## src/rtl/mcdma_pkg.sv

```systemverilog
package mcdma_pkg;
    localparam int REG_NUM_W = 10;
    localparam int IE_W      = 5;

    localparam logic [REG_NUM_W-1:0] RN_CFG     = 10'h180;
    localparam logic [REG_NUM_W-1:0] RN_ERRSTAT = 10'h181;
    localparam logic [REG_NUM_W-1:0] RN_IRQEN   = 10'h182;
    localparam logic [REG_NUM_W-1:0] RN_TX_SET  = 10'h184;
    localparam logic [REG_NUM_W-1:0] RN_TX_CLR  = 10'h185;
    localparam logic [REG_NUM_W-1:0] RN_TX_EOB  = 10'h186;
    localparam logic [REG_NUM_W-1:0] RN_TX_DERR = 10'h187;
    localparam logic [REG_NUM_W-1:0] RN_RX_SET  = 10'h190;
    localparam logic [REG_NUM_W-1:0] RN_RX_CLR  = 10'h191;
    localparam logic [REG_NUM_W-1:0] RN_RX_EOB  = 10'h192;
    localparam logic [REG_NUM_W-1:0] RN_RX_DERR = 10'h193;
    localparam int RN_TX_PTR_BASE = 'h1A0;
    localparam int RN_RX_PTR_BASE = 'h1C0;
    localparam int RN_RX_BSZ_BASE = 'h1E0;

    localparam logic [31:0] CFG_RESET_VAL = 32'h0007_C000;
    localparam logic [31:0] CFG_KEEP_MASK = 32'h00FF_C087;
    localparam int CFG_SOFT_RST_BIT = 31;

    localparam int IE_SYS     = 0;
    localparam int IE_TX_EOB  = 1;
    localparam int IE_RX_EOB  = 2;
    localparam int IE_TX_DERR = 3;
    localparam int IE_RX_DERR = 4;
endpackage

```

## src/rtl/mcdma_w1c_stat.sv

```systemverilog
module mcdma_w1c_stat #(
    parameter int N         = 4,
    parameter bit MSB_FIRST = 1'b1
) (
    input  logic         clk,
    input  logic         rst_n,
    input  logic         soft_clr,
    input  logic         clr_we,
    input  logic [31:0]  clr_word,
    input  logic [N-1:0] set_evt,
    output logic [N-1:0] stat,
    output logic [31:0]  view
);
    function automatic int bitpos(input int c);
        return MSB_FIRST ? 31 - c : c;
    endfunction

    logic [N-1:0] clr_bits;

    always_comb begin
        view = '0;
        clr_bits = '0;
        for (int c = 0; c < N; c++) begin
            view[bitpos(c)] = stat[c];
            clr_bits[c] = clr_we & clr_word[bitpos(c)];
        end
    end

    // an event in the same cycle as a clear wins
    always_ff @(posedge clk or negedge rst_n) begin
        if (!rst_n)        stat <= '0;
        else if (soft_clr) stat <= '0;
        else               stat <= (stat & ~clr_bits) | set_evt;
    end
endmodule

```

## src/rtl/mcdma_active_mask.sv

```systemverilog
module mcdma_active_mask #(
    parameter int N = 4
) (
    input  logic         clk,
    input  logic         rst_n,
    input  logic         soft_clr,
    input  logic         set_we,
    input  logic         rst_we,
    input  logic [31:0]  wdata,
    output logic [N-1:0] mask,
    output logic [31:0]  view
);
    logic [N-1:0] sel;

    always_comb begin
        view = '0;
        for (int c = 0; c < N; c++) begin
            view[31-c] = mask[c];
            sel[c] = wdata[31-c];
        end
    end

    always_ff @(posedge clk or negedge rst_n) begin
        if (!rst_n)        mask <= '0;
        else if (soft_clr) mask <= '0;
        else if (set_we)   mask <= mask | sel;
        else if (rst_we)   mask <= mask & ~sel;
    end
endmodule

```

## src/rtl/mcdma_ptr_bank.sv

```systemverilog
module mcdma_ptr_bank import mcdma_pkg::*; #(
    parameter int N    = 4,
    parameter int W    = 32,
    parameter int BASE = 'h1A0
) (
    input  logic                 clk,
    input  logic                 rst_n,
    input  logic                 soft_clr,
    input  logic [REG_NUM_W-1:0] reg_num,
    input  logic                 reg_wr,
    input  logic [31:0]          wdata,
    output logic                 hit,
    output logic [31:0]          rdata
);
    logic [N-1:0] sel;
    logic [W-1:0] entry [N];

    for (genvar i = 0; i < N; i++) begin : g_entry
        assign sel[i] = (reg_num == REG_NUM_W'(BASE + i));
        always_ff @(posedge clk or negedge rst_n) begin
            if (!rst_n)                entry[i] <= '0;
            else if (soft_clr)         entry[i] <= '0;
            else if (reg_wr && sel[i]) entry[i] <= wdata[W-1:0];
        end
    end

    always_comb begin
        hit = |sel;
        rdata = '0;
        for (int i = 0; i < N; i++)
            if (sel[i]) rdata = rdata | 32'(entry[i]);
    end
endmodule

```

## src/rtl/mcdma_ctl_regs.sv

```systemverilog
module mcdma_ctl_regs import mcdma_pkg::*; #(
    parameter int TX_CH = 4,
    parameter int RX_CH = 2
) (
    input  logic                 clk,
    input  logic                 rst_n,
    input  logic [REG_NUM_W-1:0] reg_num,
    input  logic                 reg_wr,
    input  logic                 reg_rd,
    input  logic [31:0]          reg_wdata,
    output logic [31:0]          reg_rdata,
    input  logic [TX_CH-1:0]     tx_eob_evt,
    input  logic [RX_CH-1:0]     rx_eob_evt,
    input  logic [TX_CH-1:0]     tx_derr_evt,
    input  logic [RX_CH-1:0]     rx_derr_evt,
    input  logic [31:0]          sys_err_evt,
    output logic [TX_CH-1:0]     tx_active,
    output logic [RX_CH-1:0]     rx_active,
    output logic                 irq_sys_err,
    output logic                 irq_tx_eob,
    output logic                 irq_rx_eob,
    output logic                 irq_tx_derr,
    output logic                 irq_rx_derr
);
    localparam int BSZ_W = 8;

    function automatic logic wr_to(input logic [REG_NUM_W-1:0] rn);
        return reg_wr && (reg_num == rn);
    endfunction

    logic        soft_clr;
    logic [31:0] cfg_q;
    logic [IE_W-1:0] ier_q;
    logic [31:0] err_view, txa_view, rxa_view;
    logic [31:0] txeob_view, txderr_view, rxeob_view, rxderr_view;
    logic [31:0] err_stat;
    logic [TX_CH-1:0] txeob_q, txderr_q;
    logic [RX_CH-1:0] rxeob_q, rxderr_q;
    logic        txp_hit, rxp_hit, bsz_hit;
    logic [31:0] txp_rd, rxp_rd, bsz_rd;
    logic [31:0] rd_val;

    assign soft_clr = wr_to(RN_CFG) && reg_wdata[CFG_SOFT_RST_BIT];

    always_ff @(posedge clk or negedge rst_n) begin
        if (!rst_n) begin
            cfg_q <= CFG_RESET_VAL;
            ier_q <= '0;
        end else if (soft_clr) begin
            cfg_q <= CFG_RESET_VAL;
            ier_q <= '0;
        end else begin
            if (wr_to(RN_CFG))   cfg_q <= reg_wdata & CFG_KEEP_MASK;
            if (wr_to(RN_IRQEN)) ier_q <= reg_wdata[IE_W-1:0];
        end
    end

    mcdma_active_mask #(.N(TX_CH)) u_txa (
        .clk(clk), .rst_n(rst_n), .soft_clr(soft_clr),
        .set_we(wr_to(RN_TX_SET)), .rst_we(wr_to(RN_TX_CLR)),
        .wdata(reg_wdata), .mask(tx_active), .view(txa_view));

    mcdma_active_mask #(.N(RX_CH)) u_rxa (
        .clk(clk), .rst_n(rst_n), .soft_clr(soft_clr),
        .set_we(wr_to(RN_RX_SET)), .rst_we(wr_to(RN_RX_CLR)),
        .wdata(reg_wdata), .mask(rx_active), .view(rxa_view));

    mcdma_w1c_stat #(.N(32), .MSB_FIRST(1'b0)) u_err (
        .clk(clk), .rst_n(rst_n), .soft_clr(soft_clr),
        .clr_we(wr_to(RN_ERRSTAT)), .clr_word(reg_wdata),
        .set_evt(sys_err_evt), .stat(err_stat), .view(err_view));

    mcdma_w1c_stat #(.N(TX_CH), .MSB_FIRST(1'b1)) u_txeob (
        .clk(clk), .rst_n(rst_n), .soft_clr(soft_clr),
        .clr_we(wr_to(RN_TX_EOB)), .clr_word(reg_wdata),
        .set_evt(tx_eob_evt), .stat(txeob_q), .view(txeob_view));

    mcdma_w1c_stat #(.N(TX_CH), .MSB_FIRST(1'b1)) u_txderr (
        .clk(clk), .rst_n(rst_n), .soft_clr(soft_clr),
        .clr_we(wr_to(RN_TX_DERR)), .clr_word(reg_wdata),
        .set_evt(tx_derr_evt), .stat(txderr_q), .view(txderr_view));

    mcdma_w1c_stat #(.N(RX_CH), .MSB_FIRST(1'b1)) u_rxeob (
        .clk(clk), .rst_n(rst_n), .soft_clr(soft_clr),
        .clr_we(wr_to(RN_RX_EOB)), .clr_word(reg_wdata),
        .set_evt(rx_eob_evt), .stat(rxeob_q), .view(rxeob_view));

    mcdma_w1c_stat #(.N(RX_CH), .MSB_FIRST(1'b1)) u_rxderr (
        .clk(clk), .rst_n(rst_n), .soft_clr(soft_clr),
        .clr_we(wr_to(RN_RX_DERR)), .clr_word(reg_wdata),
        .set_evt(rx_derr_evt), .stat(rxderr_q), .view(rxderr_view));

    mcdma_ptr_bank #(.N(TX_CH), .W(32), .BASE(RN_TX_PTR_BASE)) u_txptr (
        .clk(clk), .rst_n(rst_n), .soft_clr(soft_clr), .reg_num(reg_num),
        .reg_wr(reg_wr), .wdata(reg_wdata), .hit(txp_hit), .rdata(txp_rd));

    mcdma_ptr_bank #(.N(RX_CH), .W(32), .BASE(RN_RX_PTR_BASE)) u_rxptr (
        .clk(clk), .rst_n(rst_n), .soft_clr(soft_clr), .reg_num(reg_num),
        .reg_wr(reg_wr), .wdata(reg_wdata), .hit(rxp_hit), .rdata(rxp_rd));

    mcdma_ptr_bank #(.N(RX_CH), .W(BSZ_W), .BASE(RN_RX_BSZ_BASE)) u_bsz (
        .clk(clk), .rst_n(rst_n), .soft_clr(soft_clr), .reg_num(reg_num),
        .reg_wr(reg_wr), .wdata(reg_wdata), .hit(bsz_hit), .rdata(bsz_rd));

    assign irq_sys_err = ier_q[IE_SYS]     & |err_stat;
    assign irq_tx_eob  = ier_q[IE_TX_EOB]  & |txeob_q;
    assign irq_rx_eob  = ier_q[IE_RX_EOB]  & |rxeob_q;
    assign irq_tx_derr = ier_q[IE_TX_DERR] & |txderr_q;
    assign irq_rx_derr = ier_q[IE_RX_DERR] & |rxderr_q;

    always_comb begin
        case (reg_num)
            RN_CFG:                rd_val = cfg_q;
            RN_ERRSTAT:            rd_val = err_view;
            RN_IRQEN:              rd_val = 32'(ier_q);
            RN_TX_SET, RN_TX_CLR:  rd_val = txa_view;
            RN_TX_EOB:             rd_val = txeob_view;
            RN_TX_DERR:            rd_val = txderr_view;
            RN_RX_SET, RN_RX_CLR:  rd_val = rxa_view;
            RN_RX_EOB:             rd_val = rxeob_view;
            RN_RX_DERR:            rd_val = rxderr_view;
            default: begin
                if (txp_hit)      rd_val = txp_rd;
                else if (rxp_hit) rd_val = rxp_rd;
                else if (bsz_hit) rd_val = bsz_rd;
                else              rd_val = '0;
            end
        endcase
    end

    always_ff @(posedge clk or negedge rst_n) begin
        if (!rst_n)      reg_rdata <= '0;
        else if (reg_rd) reg_rdata <= rd_val;
    end
endmodule

```

## config.mk

```make
export PLATFORM = sky130hd
export DESIGN_NAME = mcdma_ctl_regs
export DESIGN_NICKNAME = d
export VERILOG_FILES = /design/src/rtl/mcdma_pkg.sv /design/src/rtl/mcdma_w1c_stat.sv /design/src/rtl/mcdma_active_mask.sv /design/src/rtl/mcdma_ptr_bank.sv /design/src/rtl/mcdma_ctl_regs.sv
export SDC_FILE = /design/constraint.sdc
export NUM_CORES = 1
export LEC_CHECK = 0
export CORE_MARGIN = 2
export CORE_UTILIZATION = 38
export CTS_BUF_LIST = sky130_fd_sc_hd__clkbuf_16
export DETAILED_ROUTE_END_ITERATION = 10
export DONT_BUFFER_PORTS = 1
export HOLD_SLACK_MARGIN = 0.08
export SYNTH_ARGS = -nofsm -noshare
export SYNTH_HDL_FRONTEND = slang
export SYNTH_HIERARCHICAL = 1
export SYNTH_SLANG_ARGS = --single-unit
```

## constraint.sdc

```tcl
create_clock -name clk -period 1.9 [get_ports clk]
set_input_delay 0 -clock clk [delete_from_list [all_inputs] [get_ports clk]]
set_output_delay 0 -clock clk [all_outputs]
set_load 0.01 [all_outputs]
```

==> results.sh <==
export IMPL_grt_pass1_wl_um=92100
export IMPL_clock_power_share_pct=47.6
export IMPL_cts_max_level=2
export IMPL_die_width_um=233
export IMPL_vias=14600
export IMPL_skew_ns=0.0170
export IMPL_avgSynthCellArea_um2=9.94
export IMPL_hpwl_um=39500
export IMPL_fp_row_count=83
export IMPL_setup_worst_path_end_class="register"
export IMPL_synth_seq_cells=309
export IMPL_synthAdderAreaFrac_pct=0
export IMPL_finalInstanceArea_um2=23100
export IMPL_vdd_drop_max_mv=0.455
export IMPL_syn_to_final_growth_pct=15.7
export IMPL_grt_overflow=0
export IMPL_initial_core_util_pct=38.7
export IMPL_ys_warn_count=6
export IMPL_hold_class="input port to asynchronous set/reset pin"
export IMPL_cts_tree="built"
export IMPL_tightest_slew_ns=0.824
export IMPL_max_freq_ghz=0.504
export IMPL_synth_distinct_cells=75
export IMPL_switching_share_pct=24.1
export IMPL_hold_slack_ns=-0.863
export IMPL_drtPass1Iterations=6
export IMPL_period_minus_slack_ns=1.99
export IMPL_cts_buffers=36
export IMPL_fp_dieArea_um2=54400
export IMPL_fin_crit_sh_pct=105
export IMPL_synth_top_family_by_area="simple AND/OR/NAND/NOR gates"
export IMPL_grt_max_degree=310
export IMPL_clk_pin_slew_ns=0.06
export IMPL_io_pins=133
export IMPL_synth_top_area_share_pct=38.1
export IMPL_max_cap_viol_count=0
export IMPL_hold_viol=309
export IMPL_drv_slew=0
export IMPL_pwr_share_seq_pct=45.6
export IMPL_netlist_top_cells_area="dfrtp_1, mux2i_1, buf_4"
export IMPL_ant_nets=0
export IMPL_grt_use_total_pct=22.2
export IMPL_arrival_ns=2.41
export IMPL_cp_max_fo=2
export IMPL_power_switching_mw=3.61
export IMPL_drive_above_1_share_pct=15.5
export IMPL_outcome="finished with violations"
export IMPL_floorplan_die_height_um=233
export IMPL_setup_violations=5
export IMPL_syn_area_um2=20000
export IMPL_synthArstFlopShare_pct=100
export IMPL_antenna_found_initial=4
export IMPL_diodes=0
export IMPL_drt_wirelength_per_cell_um=21.9
export IMPL_nets=2171
export IMPL_drc=0
export IMPL_internal_power_mw=11.4
export IMPL_p_per_area_nw_per_um2=648
export IMPL_drt_wl_total_um=60800
export IMPL_critPathLaunchType="register"
export IMPL_reg2reg_to="reg_rdata[27]$_DFFE_PN0P_"
export IMPL_synth_xor_xnor_area_share_pct=0
export IMPL_yosysTopAreaCell="dfrtp_1"
export IMPL_synthSimpleGateAreaFrac_pct=17.7
export IMPL_core_area_um2=51600
export IMPL_crit_type="register to register"
export IMPL_fin_ws_ns=-0.0856
export IMPL_syn_inst=2007
export IMPL_worstRegToRegCells=6
export IMPL_cts_root_buffer="clkbuf_16"
export IMPL_grt_pass1_vias=14500
export IMPL_clk_latency_ns=0.57
export IMPL_cts_sinks=309
export IMPL_ys_seq_area_share_pct=38.8
export IMPL_relSlewSlack_pct=44.9
export IMPL_violations="negative hold slack, negative setup slack"
export IMPL_place_area_um2=20200
export IMPL_place_congestion=0.897
export IMPL_ff2ff_setup_slack_ns=-0.09
export IMPL_synth_compound_area_share_pct=11.6
export IMPL_finalSetupTns_ns=-0.317
export IMPL_ys_flop_type="dfrtp_1"
export IMPL_vias_per_cell=5.26
export IMPL_cts_path_max_buffers=3
export IMPL_port_buffers=0
export IMPL_synth_edff_count=0
export IMPL_critical_path_required_ns=2.32
export IMPL_leakage_nw=10.7
export IMPL_synthMuxAreaShare_pct=17.7
export IMPL_power_frac_comb_pct=6.8
export IMPL_rsz0062_at_grt="true"
export IMPL_r2r_start="u_txptr/entry[27]$_DFFE_PN0P_"
export IMPL_drt_iter0_drc=1389
-- sequential cells by signal, summed over array words and instances (netlist names), 5 cells and up --
name           cells
u_txptr/entry    128
u_rxptr/entry     64
reg_rdata         32
u_err/stat        32
u_bsz/entry       16
cfg_q             14
ier_q              5
-- through the flow --
step                total power, mW  hold WS [ns]  setup slack, ns  std cells  utilization, %
floorplan                      7.88        -0.296           -0.488       2198               -
global placement               7.61        -0.257           -0.176       2573            39.2
detailed placement             7.64        -0.260           -0.215       2573            39.2
CTS                            15.0        -0.863          -0.0765       2769            44.3
global route                   15.4        -0.881           -0.188       2783            44.7
finish                         15.0        -0.863          -0.0856       2783            44.7
-- critical path: stages, from the launching register on --
cell and delay [ns]:
dfrtp_1 0.38, mux4_2 0.51, and3_4 0.20, nand2_1 0.06
o21ai_1 0.06, a222oi_1 0.50, a21oi_1 0.13
-- per-layer routing --
layer / part of all wire [%] / global-route usage [%]
met3: 6.3 / 4.65
met1: 45 / 30.5
met2: 46 / 35.6
met4: 2.3 / 5.47
met5: 0.090 / 0
-- Yosys cell counts (6+ instances only) --
master and instances:
buf_2 25, conb_1 7, clkbuf_1 91, nor3_1 9
nand2b_1 292, o32a_1 6, o22ai_1 7, mux4_2 32
and3_1 33, a22o_1 8, nor4_1 8, nor2b_1 13
a21oi_1 58, mux2i_1 278, o21ai_0 31, dfrtp_1 304
o221ai_1 7, nor2_1 160, inv_1 53, nand2_1 54
buf_4 248, o21ai_1 8, a222oi_1 19, a311oi_1 40
buf_6 19, a221oi_1 25, a22oi_1 58, a31oi_1 17
-- power by group through the flow --
stage | sequential (mW) | clock, mW | combinational (mW)
final | 6.83 | 7.12 | 1.02
after global routing | 6.84 | 7.48 | 1.11
after CTS | 6.83 | 7.22 | 0.985
after detailed placement | 6.95 | 0 | 0.687
after global placement | 6.94 | 0 | 0.670
after floorplan | 6.90 | 0 | 0.982
-- kinds of logic (layout without fill, tap and decap cells) --
family          after synthesis  in the layout
buf+inv                     443            348
compound gates              315            315
simple gates                621            621
other cells                   7            198
mux                         312            312
flops                       309            309
-- final cells by class --
cell class	instances	area [µm²]
well taps	680	851
clock buffers	37	926
fillers	4819	28500
multi-input cells	1446	10700
repair buffers	234	2380
flip-flops and latches	309	7740
inverters	54	203
clock inverters	23	239
-- worst max-delay path by stage --
stage                                    from  cells after the start  slack (ns)                   endpoint
2_1_floorplan                      reg_num[2]                     13       -0.49   reg_rdata[5]$_DFFE_PN0P_
5_1_grt         u_txptr/entry[26]$_DFFE_PN0P_                      6       -0.19  reg_rdata[26]$_DFFE_PN0P_
4_1_cts        u_txptr/entry[106]$_DFFE_PN0P_                      6       -0.08  reg_rdata[10]$_DFFE_PN0P_
3_3_place_gp                       reg_num[2]                      8       -0.18   reg_rdata[2]$_DFFE_PN0P_
6_report        u_txptr/entry[27]$_DFFE_PN0P_                      6       -0.09  reg_rdata[27]$_DFFE_PN0P_
3_5_place_dp                       reg_num[2]                      8       -0.22   reg_rdata[2]$_DFFE_PN0P_
-- placed cells by master (no fill, tap or decap), types with 6 or more instances in the layout --
cell type / netlist / layout
mux2i_1: 278 / 278
nor2_1: 160 / 160
a222oi_1: 19 / 19
conb_1: 7 / 198
clkbuf_16: 0 / 39
a22oi_1: 58 / 54
a311oi_1: 40 / 40
nor3_1: 9 / 9
dfrtp_1: 304 / 303
a21oi_1: 58 / 58
o221ai_1: 7 / 7
and3_1: 33 / 16
a22o_1: 8 / 8
o32a_1: 6 / 6
nand2b_4: 0 / 53
buf_4: 248 / 82
mux4_2: 32 / 32
buf_12: 3 / 16
and3_4: 0 / 17
o22ai_1: 7 / 7
inv_1: 53 / 55
o21ai_1: 8 / 15
o21ai_0: 31 / 19
nand2b_1: 292 / 239
nor2b_1: 13 / 10
dlygate4sd3_1: 0 / 130
a31oi_1: 17 / 17
a221oi_1: 25 / 21
nand2_1: 54 / 49
-- repair_timing --
action	4_1_cts	5_1_grt
hold buffers	134	1
gates resized for setup	20	26
pin swaps	15	24
gates cloned	0	2
endpoints found under the hold margin	618	321
endpoints found under the setup margin	7	68
setup buffers	2	12
(Power assumes the default switching activity.)
